`src/rtl/tlb_pkg.sv`:
```
package tlb_pkg;
  typedef enum logic [1:0] {
    MODE_USER   = 2'd0,
    MODE_SUPER  = 2'd1,
    MODE_KERNEL = 2'd2,
    MODE_RSVD   = 2'd3
  } priv_mode_e;

  // Kernel may use anything; supervisor needs sup_ok; user and reserved need usr_ok.
  function automatic logic mode_allows(input logic [1:0] mode,
                                       input logic usr_ok,
                                       input logic sup_ok);
    case (mode)
      MODE_KERNEL: return 1'b1;
      MODE_SUPER:  return sup_ok;
      default:     return usr_ok;
    endcase
  endfunction
endpackage

```
`src/rtl/tlb_lfsr.sv`:
```
module tlb_lfsr #(
  parameter int W = 8,
  parameter logic [W-1:0] TAPS = 8'hB8,
  parameter logic [W-1:0] SEED = 8'h5A
) (
  input  logic         clk,
  input  logic         rst,
  output logic [W-1:0] state
);
  logic fb;
  assign fb = ^(state & TAPS);

  always_ff @(posedge clk) begin
    if (rst) state <= SEED;
    else     state <= {state[W-2:0], fb};
  end

  // the generator must never lock up in the all-zero state
  p_lfsr_nonzero_r7: assert property (@(posedge clk) disable iff (rst) state != '0);
endmodule

```
`src/rtl/tlb_store.sv`:
```
module tlb_store #(
  parameter int ENTRIES = 16,
  parameter int VPN_W   = 20,
  parameter int PFN_W   = 20,
  parameter int ASID_W  = 8,
  localparam int IDX_W  = $clog2(ENTRIES)
) (
  input  logic              clk,
  input  logic              rst,
  input  logic              flush_all,
  input  logic              wr_en,
  input  logic [IDX_W-1:0]  wr_slot,
  input  logic [VPN_W-1:0]  wr_vpn,
  input  logic [ASID_W-1:0] wr_asid,
  input  logic [PFN_W-1:0]  wr_pfn,
  input  logic              wr_usr_ok,
  input  logic              wr_sup_ok,
  output logic [ENTRIES-1:0] valid_q,
  output logic [VPN_W-1:0]  vpn_q  [ENTRIES],
  output logic [ASID_W-1:0] asid_q [ENTRIES],
  output logic [PFN_W-1:0]  pfn_q  [ENTRIES],
  output logic [ENTRIES-1:0] usr_q,
  output logic [ENTRIES-1:0] sup_q
);
  logic do_write;
  assign do_write = wr_en && !flush_all;

  always_ff @(posedge clk) begin
    if (rst || flush_all) valid_q <= '0;
    else if (wr_en) valid_q[wr_slot] <= 1'b1;
  end

  // Payload has no reset; only the valid bits qualify it.
  always_ff @(posedge clk) begin
    if (do_write) begin
      vpn_q[wr_slot]  <= wr_vpn;
      asid_q[wr_slot] <= wr_asid;
      pfn_q[wr_slot]  <= wr_pfn;
      usr_q[wr_slot]  <= wr_usr_ok;
      sup_q[wr_slot]  <= wr_sup_ok;
    end
  end

  // a flush leaves no valid slot behind
  p_flush_clears_r8: assert property (@(posedge clk) disable iff (rst)
    $past(flush_all) |-> (valid_q == '0));
  // an accepted write leaves its slot valid
  p_write_sets_valid_r6: assert property (@(posedge clk) disable iff (rst)
    ($past(do_write) && !$past(rst)) |-> valid_q[$past(wr_slot)]);
endmodule

```
`src/rtl/tlb_match.sv`:
```
module tlb_match #(
  parameter int ENTRIES = 16,
  parameter int VPN_W   = 20,
  parameter int PFN_W   = 20,
  parameter int ASID_W  = 8
) (
  input  logic [ENTRIES-1:0] valid_q,
  input  logic [VPN_W-1:0]  vpn_q  [ENTRIES],
  input  logic [ASID_W-1:0] asid_q [ENTRIES],
  input  logic [PFN_W-1:0]  pfn_q  [ENTRIES],
  input  logic [ENTRIES-1:0] usr_q,
  input  logic [ENTRIES-1:0] sup_q,
  input  logic [VPN_W-1:0]  lk_vpn,
  input  logic [ASID_W-1:0] lk_asid,
  output logic              any_match,
  output logic [PFN_W-1:0]  sel_pfn,
  output logic              sel_usr,
  output logic              sel_sup
);
  logic [ENTRIES-1:0] match_vec;

  for (genvar g = 0; g < ENTRIES; g++) begin : g_cmp
    assign match_vec[g] = valid_q[g] && (vpn_q[g] == lk_vpn) && (asid_q[g] == lk_asid);
  end

  // Lowest matching slot wins if software left duplicates.
  always_comb begin
    any_match = 1'b0;
    sel_pfn   = '0;
    sel_usr   = 1'b0;
    sel_sup   = 1'b0;
    for (int i = ENTRIES - 1; i >= 0; i--) begin
      if (match_vec[i]) begin
        any_match = 1'b1;
        sel_pfn   = pfn_q[i];
        sel_usr   = usr_q[i];
        sel_sup   = sup_q[i];
      end
    end
  end
endmodule

```
`src/rtl/asid_tlb.sv`:
```
module asid_tlb #(
  parameter int VA_W    = 32,
  parameter int PA_W    = 32,
  parameter int PAGE_W  = 12,
  parameter int ASID_W  = 8,
  parameter int ENTRIES = 16,
  parameter int RND_W   = 8,
  localparam int VPN_W  = VA_W - PAGE_W,
  localparam int PFN_W  = PA_W - PAGE_W,
  localparam int IDX_W  = $clog2(ENTRIES)
) (
  input  logic              clk,
  input  logic              rst,
  input  logic [ASID_W-1:0] cur_asid,
  input  logic [1:0]        cur_mode,
  input  logic              lk_valid,
  input  logic [VA_W-1:0]   lk_vaddr,
  input  logic              wr_en,
  input  logic              wr_use_idx,
  input  logic [IDX_W-1:0]  wr_idx,
  input  logic [VPN_W-1:0]  wr_vpn,
  input  logic [ASID_W-1:0] wr_asid,
  input  logic [PFN_W-1:0]  wr_pfn,
  input  logic              wr_usr_ok,
  input  logic              wr_sup_ok,
  input  logic              flush_all,
  output logic              rsp_valid,
  output logic              rsp_hit,
  output logic              rsp_miss,
  output logic              rsp_fault,
  output logic [PA_W-1:0]   rsp_paddr
);
  import tlb_pkg::*;

  logic [RND_W-1:0]  rnd_state;
  logic [IDX_W-1:0]  wr_slot;
  logic [ENTRIES-1:0] valid_q, usr_q, sup_q;
  logic [VPN_W-1:0]  vpn_q  [ENTRIES];
  logic [ASID_W-1:0] asid_q [ENTRIES];
  logic [PFN_W-1:0]  pfn_q  [ENTRIES];
  logic              any_match, sel_usr, sel_sup, allowed;
  logic [PFN_W-1:0]  sel_pfn;

  tlb_lfsr #(.W(RND_W)) u_rnd (.clk(clk), .rst(rst), .state(rnd_state));

  assign wr_slot = wr_use_idx ? wr_idx : rnd_state[IDX_W-1:0];

  tlb_store #(.ENTRIES(ENTRIES), .VPN_W(VPN_W), .PFN_W(PFN_W), .ASID_W(ASID_W)) u_store (
    .clk(clk), .rst(rst), .flush_all(flush_all),
    .wr_en(wr_en), .wr_slot(wr_slot), .wr_vpn(wr_vpn), .wr_asid(wr_asid),
    .wr_pfn(wr_pfn), .wr_usr_ok(wr_usr_ok), .wr_sup_ok(wr_sup_ok),
    .valid_q(valid_q), .vpn_q(vpn_q), .asid_q(asid_q), .pfn_q(pfn_q),
    .usr_q(usr_q), .sup_q(sup_q)
  );

  tlb_match #(.ENTRIES(ENTRIES), .VPN_W(VPN_W), .PFN_W(PFN_W), .ASID_W(ASID_W)) u_match (
    .valid_q(valid_q), .vpn_q(vpn_q), .asid_q(asid_q), .pfn_q(pfn_q),
    .usr_q(usr_q), .sup_q(sup_q),
    .lk_vpn(lk_vaddr[VA_W-1:PAGE_W]), .lk_asid(cur_asid),
    .any_match(any_match), .sel_pfn(sel_pfn), .sel_usr(sel_usr), .sel_sup(sel_sup)
  );

  assign allowed = mode_allows(cur_mode, sel_usr, sel_sup);

  always_ff @(posedge clk) begin
    if (rst) begin
      rsp_valid <= 1'b0;
      rsp_hit   <= 1'b0;
      rsp_miss  <= 1'b0;
      rsp_fault <= 1'b0;
      rsp_paddr <= '0;
    end else begin
      rsp_valid <= lk_valid;
      rsp_hit   <= lk_valid && any_match && allowed;
      rsp_miss  <= lk_valid && !any_match;
      rsp_fault <= lk_valid && any_match && !allowed;
      rsp_paddr <= (lk_valid && any_match && allowed)
                   ? {sel_pfn, lk_vaddr[PAGE_W-1:0]} : '0;
    end
  end

  // a response follows each request by one cycle, never otherwise
  p_rsp_follows_req_r10: assert property (@(posedge clk) disable iff (rst)
    rsp_valid == ($past(lk_valid) && !$past(rst)));
  // one outcome per response, none when idle
  p_one_outcome_r5: assert property (@(posedge clk) disable iff (rst)
    rsp_valid ? $onehot({rsp_hit, rsp_miss, rsp_fault})
              : ({rsp_hit, rsp_miss, rsp_fault} == 3'b000));
  // no address leaks out without a permitted hit
  p_no_addr_on_reject_r5: assert property (@(posedge clk) disable iff (rst)
    !rsp_hit |-> (rsp_paddr == '0));
  // page offset passes through untouched
  p_offset_pass_r2: assert property (@(posedge clk) disable iff (rst)
    rsp_hit |-> (rsp_paddr[PAGE_W-1:0] == $past(lk_vaddr[PAGE_W-1:0])));
  // kernel mode never faults
  p_kernel_no_fault_r4: assert property (@(posedge clk) disable iff (rst)
    (rsp_valid && !$past(rst) && $past(cur_mode) == 2'd2) |-> !rsp_fault);
endmodule

```
`config.mk`:
```
export PLATFORM = sky130hd
export DESIGN_NAME = asid_tlb
export DESIGN_NICKNAME = d
export VERILOG_FILES = /design/src/rtl/tlb_pkg.sv /design/src/rtl/tlb_lfsr.sv /design/src/rtl/tlb_store.sv /design/src/rtl/tlb_match.sv /design/src/rtl/asid_tlb.sv
export SDC_FILE = /design/constraint.sdc
export NUM_CORES = 1
export LEC_CHECK = 0
export BUFFER_PORTS_ARGS = -buffer_cell sky130_fd_sc_hd__clkbuf_2
export CAP_MARGIN = 10
export CORE_UTILIZATION = 45
export DETAILED_ROUTE_END_ITERATION = 8
export SYNTH_ARGS = -nofsm -noshare
export SYNTH_HDL_FRONTEND = slang
export SYNTH_SLANG_ARGS = --single-unit
export TNS_END_PERCENT = 20
```
`constraint.sdc`:
```
create_clock -name clk -period 7.65 [get_ports clk]
set_clock_uncertainty 0.15 [all_clocks]
set_input_delay 1.53 -clock clk [delete_from_list [all_inputs] [get_ports clk]]
set_output_delay 1.53 -clock clk [all_outputs]
set_load 0.01 [all_outputs]
```
---- After elaboration in Yosys (flattened, before gate mapping) ----
Index checks and enable logic that the tools add are counted.
storage, ports and cells
  register bits after elaboration ......... 860
  bits of input ports ..................... 102
  output and inout bits ................... 36
  word-level logic and storage cells ...... 220
cells by class
  magnitude comparators ................... 4
  equal/unequal tests ..................... 34
  muxes and demuxes ....................... 77
  bitwise logic cells ..................... 3
  reduce and logical (&&, ||, !) cells .... 45
operator list
  cell                  count
  $bwmux W320           2
  $mux W20              17
  $eq A20 B20 Y1        16
  $bwmux W128           1
  $eq A8 B8 Y1          16
  $demux W20 S4         1
  $mux W1               49
  $logic_and A1 B1 Y1   39
  $bwmux W16            2
  $demux W8 S4          1
  $or A16 B16 Y16       1
  $mux W8               1
  $reduce_xor A8 Y1     1
  $ge A5 B5 Y1 const B  1
  $lt A4 B5 Y1 const B  1
  $lt A5 B1 Y1 const B  1
  $not A4 Y5            1
  $demux W1 S4          1
  $ge A4 B1 Y1 const B  1
  $mux W4               1
  $logic_not A1 Y1      3
  $eq A2 B1 Y1 const B  1
  $eq A2 B2 Y1 const B  1
  $pmux W1 S2           1
  3 further kinds       3

---- Logic depth before layout (Yosys ltp) ----
  depth in word-level cells ............... 23
  depth in mapped cells ................... 13
  gate-level depth less buffers ........... 9

---- Hierarchy ----
Synthesis repeated with hierarchy kept, for this count alone.
unflattened totals
  cell total of the unflattened synthesis .. 2,268
  area, all modules ....................... 35,197.5 µm²
by module, submodules not included
  module     times used  cells each  area each (µm²)  sequential area each (µm²)
  tlb_store  1           864         24,661.2         24,343.3
  tlb_match  1           1,292       8,946.1          0.0
  asid_tlb   1           93          1,356.3          720.7
  tlb_lfsr   1           19          234.0            160.2

---- Least setup slack after synthesis ----
OpenSTA, ideal clock, no wires.
  kind .................................... input -> register
  from .................................... input port wr_use_idx
  to ...................................... register u_store.asid_q[100] in the netlist's numbering, enable pin
  library setup time ...................... 520 ps
  data arrival time ....................... 5,641 ps
  data required time ...................... 6,980 ps
  setup slack ............................. 1,339 ps
  cell stages on the path ................. 4
  buffers on the path ..................... 1
  path through ............................ clkbuf_1 > nand2_1 > o22a_1 > nor3_1
RTL lines
  item                           RTL line         text
  start, declared                asid_tlb.sv:19   input logic wr_use_idx,
  end signal, assigned by index  tlb_store.sv:37  asid_q[wr_slot] <= wr_asid;
  end, declared                  tlb_store.sv:20  output logic [ASID_W-1:0] asid_q [ENTRIES],

---- Worst setup path after layout ----
  from .................................... input port lk_vaddr[26]
  to ...................................... register rsp_paddr[10]
on the way
  cells in the longest elaborated chain, start to end .. 23
  elaborated cells on any way between the ends .. 101
  classes of those cells .................. eq/ne: 16; mux: 49; bitwise: 1; reduce/logical: 35
ends and longest elaborated chain
  item                                                       RTL line                       text
  start, declared                                            asid_tlb.sv:17                 input logic [VA_W-1:0] lk_vaddr,
  $eq A20 B20 Y1                                             tlb_match.sv:23                assign match_vec[g] = valid_q[g] && (vpn_q[g] == lk_vpn) && (asid_q[g] == lk_asid);
  $logic_and A1 B1 Y1 (2 in a row)                           tlb_match.sv:23
  $mux W1 (16 in a row)                                      tlb_match.sv:33                if (match_vec[i]) begin
  $pmux W1 S2 / $logic_and A1 B1 Y1 (equally long branches)  tlb_pkg.sv:13, asid_tlb.sv:77
  $logic_and A1 B1 Y1 (*)                                    asid_tlb.sv:77                 rsp_paddr <= (lk_valid && any_match && allowed)
  $not A1 Y1 (no line) (*)                                   n/a
  $reduce_or A2 Y1 (no line) (*)                             n/a
  end signal, assigned                                       asid_tlb.sv:77
  end, declared                                              asid_tlb.sv:31                 output logic [PA_W-1:0] rsp_paddr
Mark *: on every way between the ends. The rest lies on a longest branch, timed or not.
A chain may end at the register's enable or synchronous reset.

==> metrics.txt <==
Initial Utilization 0.4574; Netlist cell types 80; Setup Buffers After CTS 0; Syn Nets around 2400; Core Area approximately 78000 um2; post-synthesis async set-or-reset flop share 0; IO buf count between 100 and 150; hpwl dp between 60000 and 70000 um; layout cells sized above 1 0.1758; Synth Flop Type edfxtp_1; area of the multi-input gates about 9600 um2; Post-DRT Antenna Nets 0; Switching Share 0.2139; CP Data Required Time 8.01 ns; CP max FO 21; routability cong. 0.8733; Crit path largest cell delay 0.88 ns; DR iter-0 viols about 2100; Mapped Cells 2284; Die Y approximately 280 um; Fin. Hold Viols 0; drt drc 0; CP Launch Point lk_vaddr[26]; crit path launch type input port; router iterations before antenna repair 6; dominant cells by area after synthesis edfxtp_1, xnor2_1, xor2_1; Sw Pwr between 2 and 2.5 mW; die area 80260 um2; CTS Buffer Depth 3; final slew viol count 0; Worst EP arrival slightly above 6 ns; Mapped Area approximately 36000 um2; Worst path top cell family by delay simple AND/OR/NAND/NOR gates; post-synthesis average cell area about 16 um2; Tightest Pin Transition about 1.3 ns; CP Buf/Inv Count 2; worst setup path category input port to flip-flop; outcome finished clean; Nets 2541; Seq. cell area roughly 25000 um2; max frequency ~0.17 GHz; hold_buf cts 0; Worst R2R End rsp_paddr[10]; pwr dens ~250 nW/um2; post-synthesis register bit count 860; Placed Instances around 3400; Gate power share 0.044; max-cap violations 0; Slowest-stage cell, CP nor4bb_4; cell internal pwr around 8.0 mW; Final Cycle Share 0.7626; die width 283.3 um; Synth-to-Final Area Change 13.50%; Post-CTS Resized 0; setup violators final 0; RSZ-0062 raised after global routing no; reg-to-reg setup timing slack between 2 and 3 ns; largest net degree at the start of global routing 61; Root Driver clkbuf_16; antenna violations before repair 4; fill count roughly 6400; Leak around 13 nW; hold path startpoint u_rnd.state[6]; largest area contributor in the netlist edfxtp_1; setup_tns 0 ns; sequential share of power 0.512; worst setup path endpoint rsp_paddr[10]; Worst path depth 11; TritonCTS clock tree done; TritonCTS Sinks 860; Clk Latency, worst-skew pair about 0.65 ns; DR vias/cell between 5 and 6; Peak supply drop 0.2168 mV; Period minus WS final ~5.8 ns; most frequent cell after synthesis edfxtp_1; R2R cell count 10; CP endpoint kind flip-flop; first-pass GRT wire length roughly 150000 um; Routed WL 103600 um; clock power share 0.444; number of global-route vias before repair between 20000 and 25000; Rows a little over 100; Clock transition at path regs 0.06 ns; HP Class flip-flop to flip-flop; # IOs between 100 and 150; WL per Instance between 20 and 30 um; Worst slew margin 0.1551; final std cells w/o fill around 3600; sequential-to-total area share from yosys stat 0.7083; Reg2Reg Launch Point u_store.vpn_q[91]; # H-tree levels 3; Post-synth top cells edfxtp_1, xnor2_1, xor2_1, nand2_1, nor2_1; vias post-DR approximately 20000; gr ovfl total 0; Synth top area share 0.6746; total CTS buffers 93; Ys Warns 0; GRT Overall Usage 0.2565; Cell Chain, Critical Path clkbuf_2, xor2_1, nor4_1, nand4_1, nor4bb_4, nand3b_1, a31oi_1, a211o_1, o211ai_4, buf_4, nor3b_1; Post-synth EDFFs 800
## power by group through the flow
stage / clock network, mW / logic, mW / registers (mW)
2_1_floorplan: 0 / 0.233 / 5.30
5_1_grt: 4.73 / 0.468 / 5.21
6_report: 4.51 / 0.447 / 5.21
3_5_place_dp: 0 / 0.445 / 5.30
3_3_place_gp: 0 / 0.440 / 5.30
4_1_cts: 4.56 / 0.446 / 5.21
## per-stage QoR
stage                     hold slack (ns)  setup slack [ns]  utilization  instance area, um2  total power, mW
final                              0.3068             1.816       0.5192               40420            10.16
after global routing               0.3303             1.642       0.5192               40420            10.41
after floorplan                    0.2638             1.339            -               35610            5.537
after global placement             0.2822             1.268       0.4795               37330            5.742
after CTS                          0.3149             1.924       0.5191               40410            10.21
after detailed placement           0.3017             1.228       0.4795               37330            5.749
## layout by cell type (no fill, tap or decap), types with 7 or more instances in the layout
cell type and n:
o221ai_1 29, nand3_1 50, clkbuf_2 137, bufinv_16 8, nor2_4 12, xor2_1 188
or2_2 24, nand4_1 68, clkbuf_8 11, buf_4 53, inv_1 42, a21oi_1 54
o22ai_1 21, mux2i_1 22, nand2b_1 8, o2111ai_1 22, clkbuf_16 96, dfxtp_1 60
a31oi_1 22, and3_1 23, o221a_2 18, clkbuf_1 21, nor3_1 10, nor2b_1 7
nor3b_1 15, a2111oi_4 17, o22a_1 20, edfxtp_1 800, nand2_1 94, o221ai_2 10
xnor2_1 255, clkinv_2 13, nor4_1 54, clkinv_1 7, o21ai_0 24, nand3b_1 21
nor2_1 81
## flip-flops by register name (all words and copies together) (netlist names)
name,cells
u_store.vpn_q,320
u_store.asid_q,128
rsp_hit,1
rsp_fault,1
u_rnd.state,8
rsp_valid,1
rsp_miss,1
u_store.pfn_q,320
u_store.valid_q,16
u_store.sup_q,16
rsp_paddr,32
u_store.usr_q,16
## worst reg2reg max path: stages, from the launching register on
cell and delay [ns]:
edfxtp_1 0.38, xnor2_1 0.35, nand4_1 0.36, nor4_1 0.61, buf_4 0.26, and3_1 0.73, a21o_1 0.20, a2111oi_4 0.09
nor3_4 0.78, buf_4 0.56, nor3b_1 0.14
## per-layer routing
metal  up-vias  global-route usage  share of wire
met5         -                   0        0.00014
met4         2             0.08892          0.034
met3       169             0.03382          0.063
met2       835              0.4330           0.49
met1     10533              0.3409           0.41
li1       8943                   -              -
## worst min path at each step
stage | cells after the start | slack [ns] | endpoint
2_1_floorplan | 1 | 0.26 | u_rnd.state[7]
3_3_place_gp | 1 | 0.28 | u_rnd.state[7]
3_5_place_dp | 1 | 0.30 | u_rnd.state[7]
4_1_cts | 1 | 0.31 | u_rnd.state[7]
5_1_grt | 1 | 0.33 | u_rnd.state[7]
6_report | 1 | 0.31 | u_rnd.state[7]
## kinds of logic (layout without fill, tap and decap cells)
group | after synthesis | in the layout | synth area share
XOR/XNOR | 443 | 443 | 0.1090
AO/OA/AOI/OAI | 281 | 281 | 0.07083
flip-flops | 860 | 860 | 0.7083
AND/OR/NAND/NOR | 501 | 501 | 0.07653
buffers and inverters | 174 | 399 | 0.02814
multiplexers | 23 | 23 | 0.006500
adder cells (fa/ha/maj) | 2 | 2 | 0.0007026
other | 0 | 1 | 0
## area by class of cell
type	instances	area share
Sequential cell	860	0.6241
Multi-Input combinational cell	1250	0.2366
Clock buffer	128	0.06514
Tap cell	1040	0.03220
Timing Repair Buffer	190	0.02681
Clock inverter	39	0.01114
Inverter	42	0.003901
Antenna cell	1	0.00006192
Note: power is estimated with default switching activity, not from simulation.
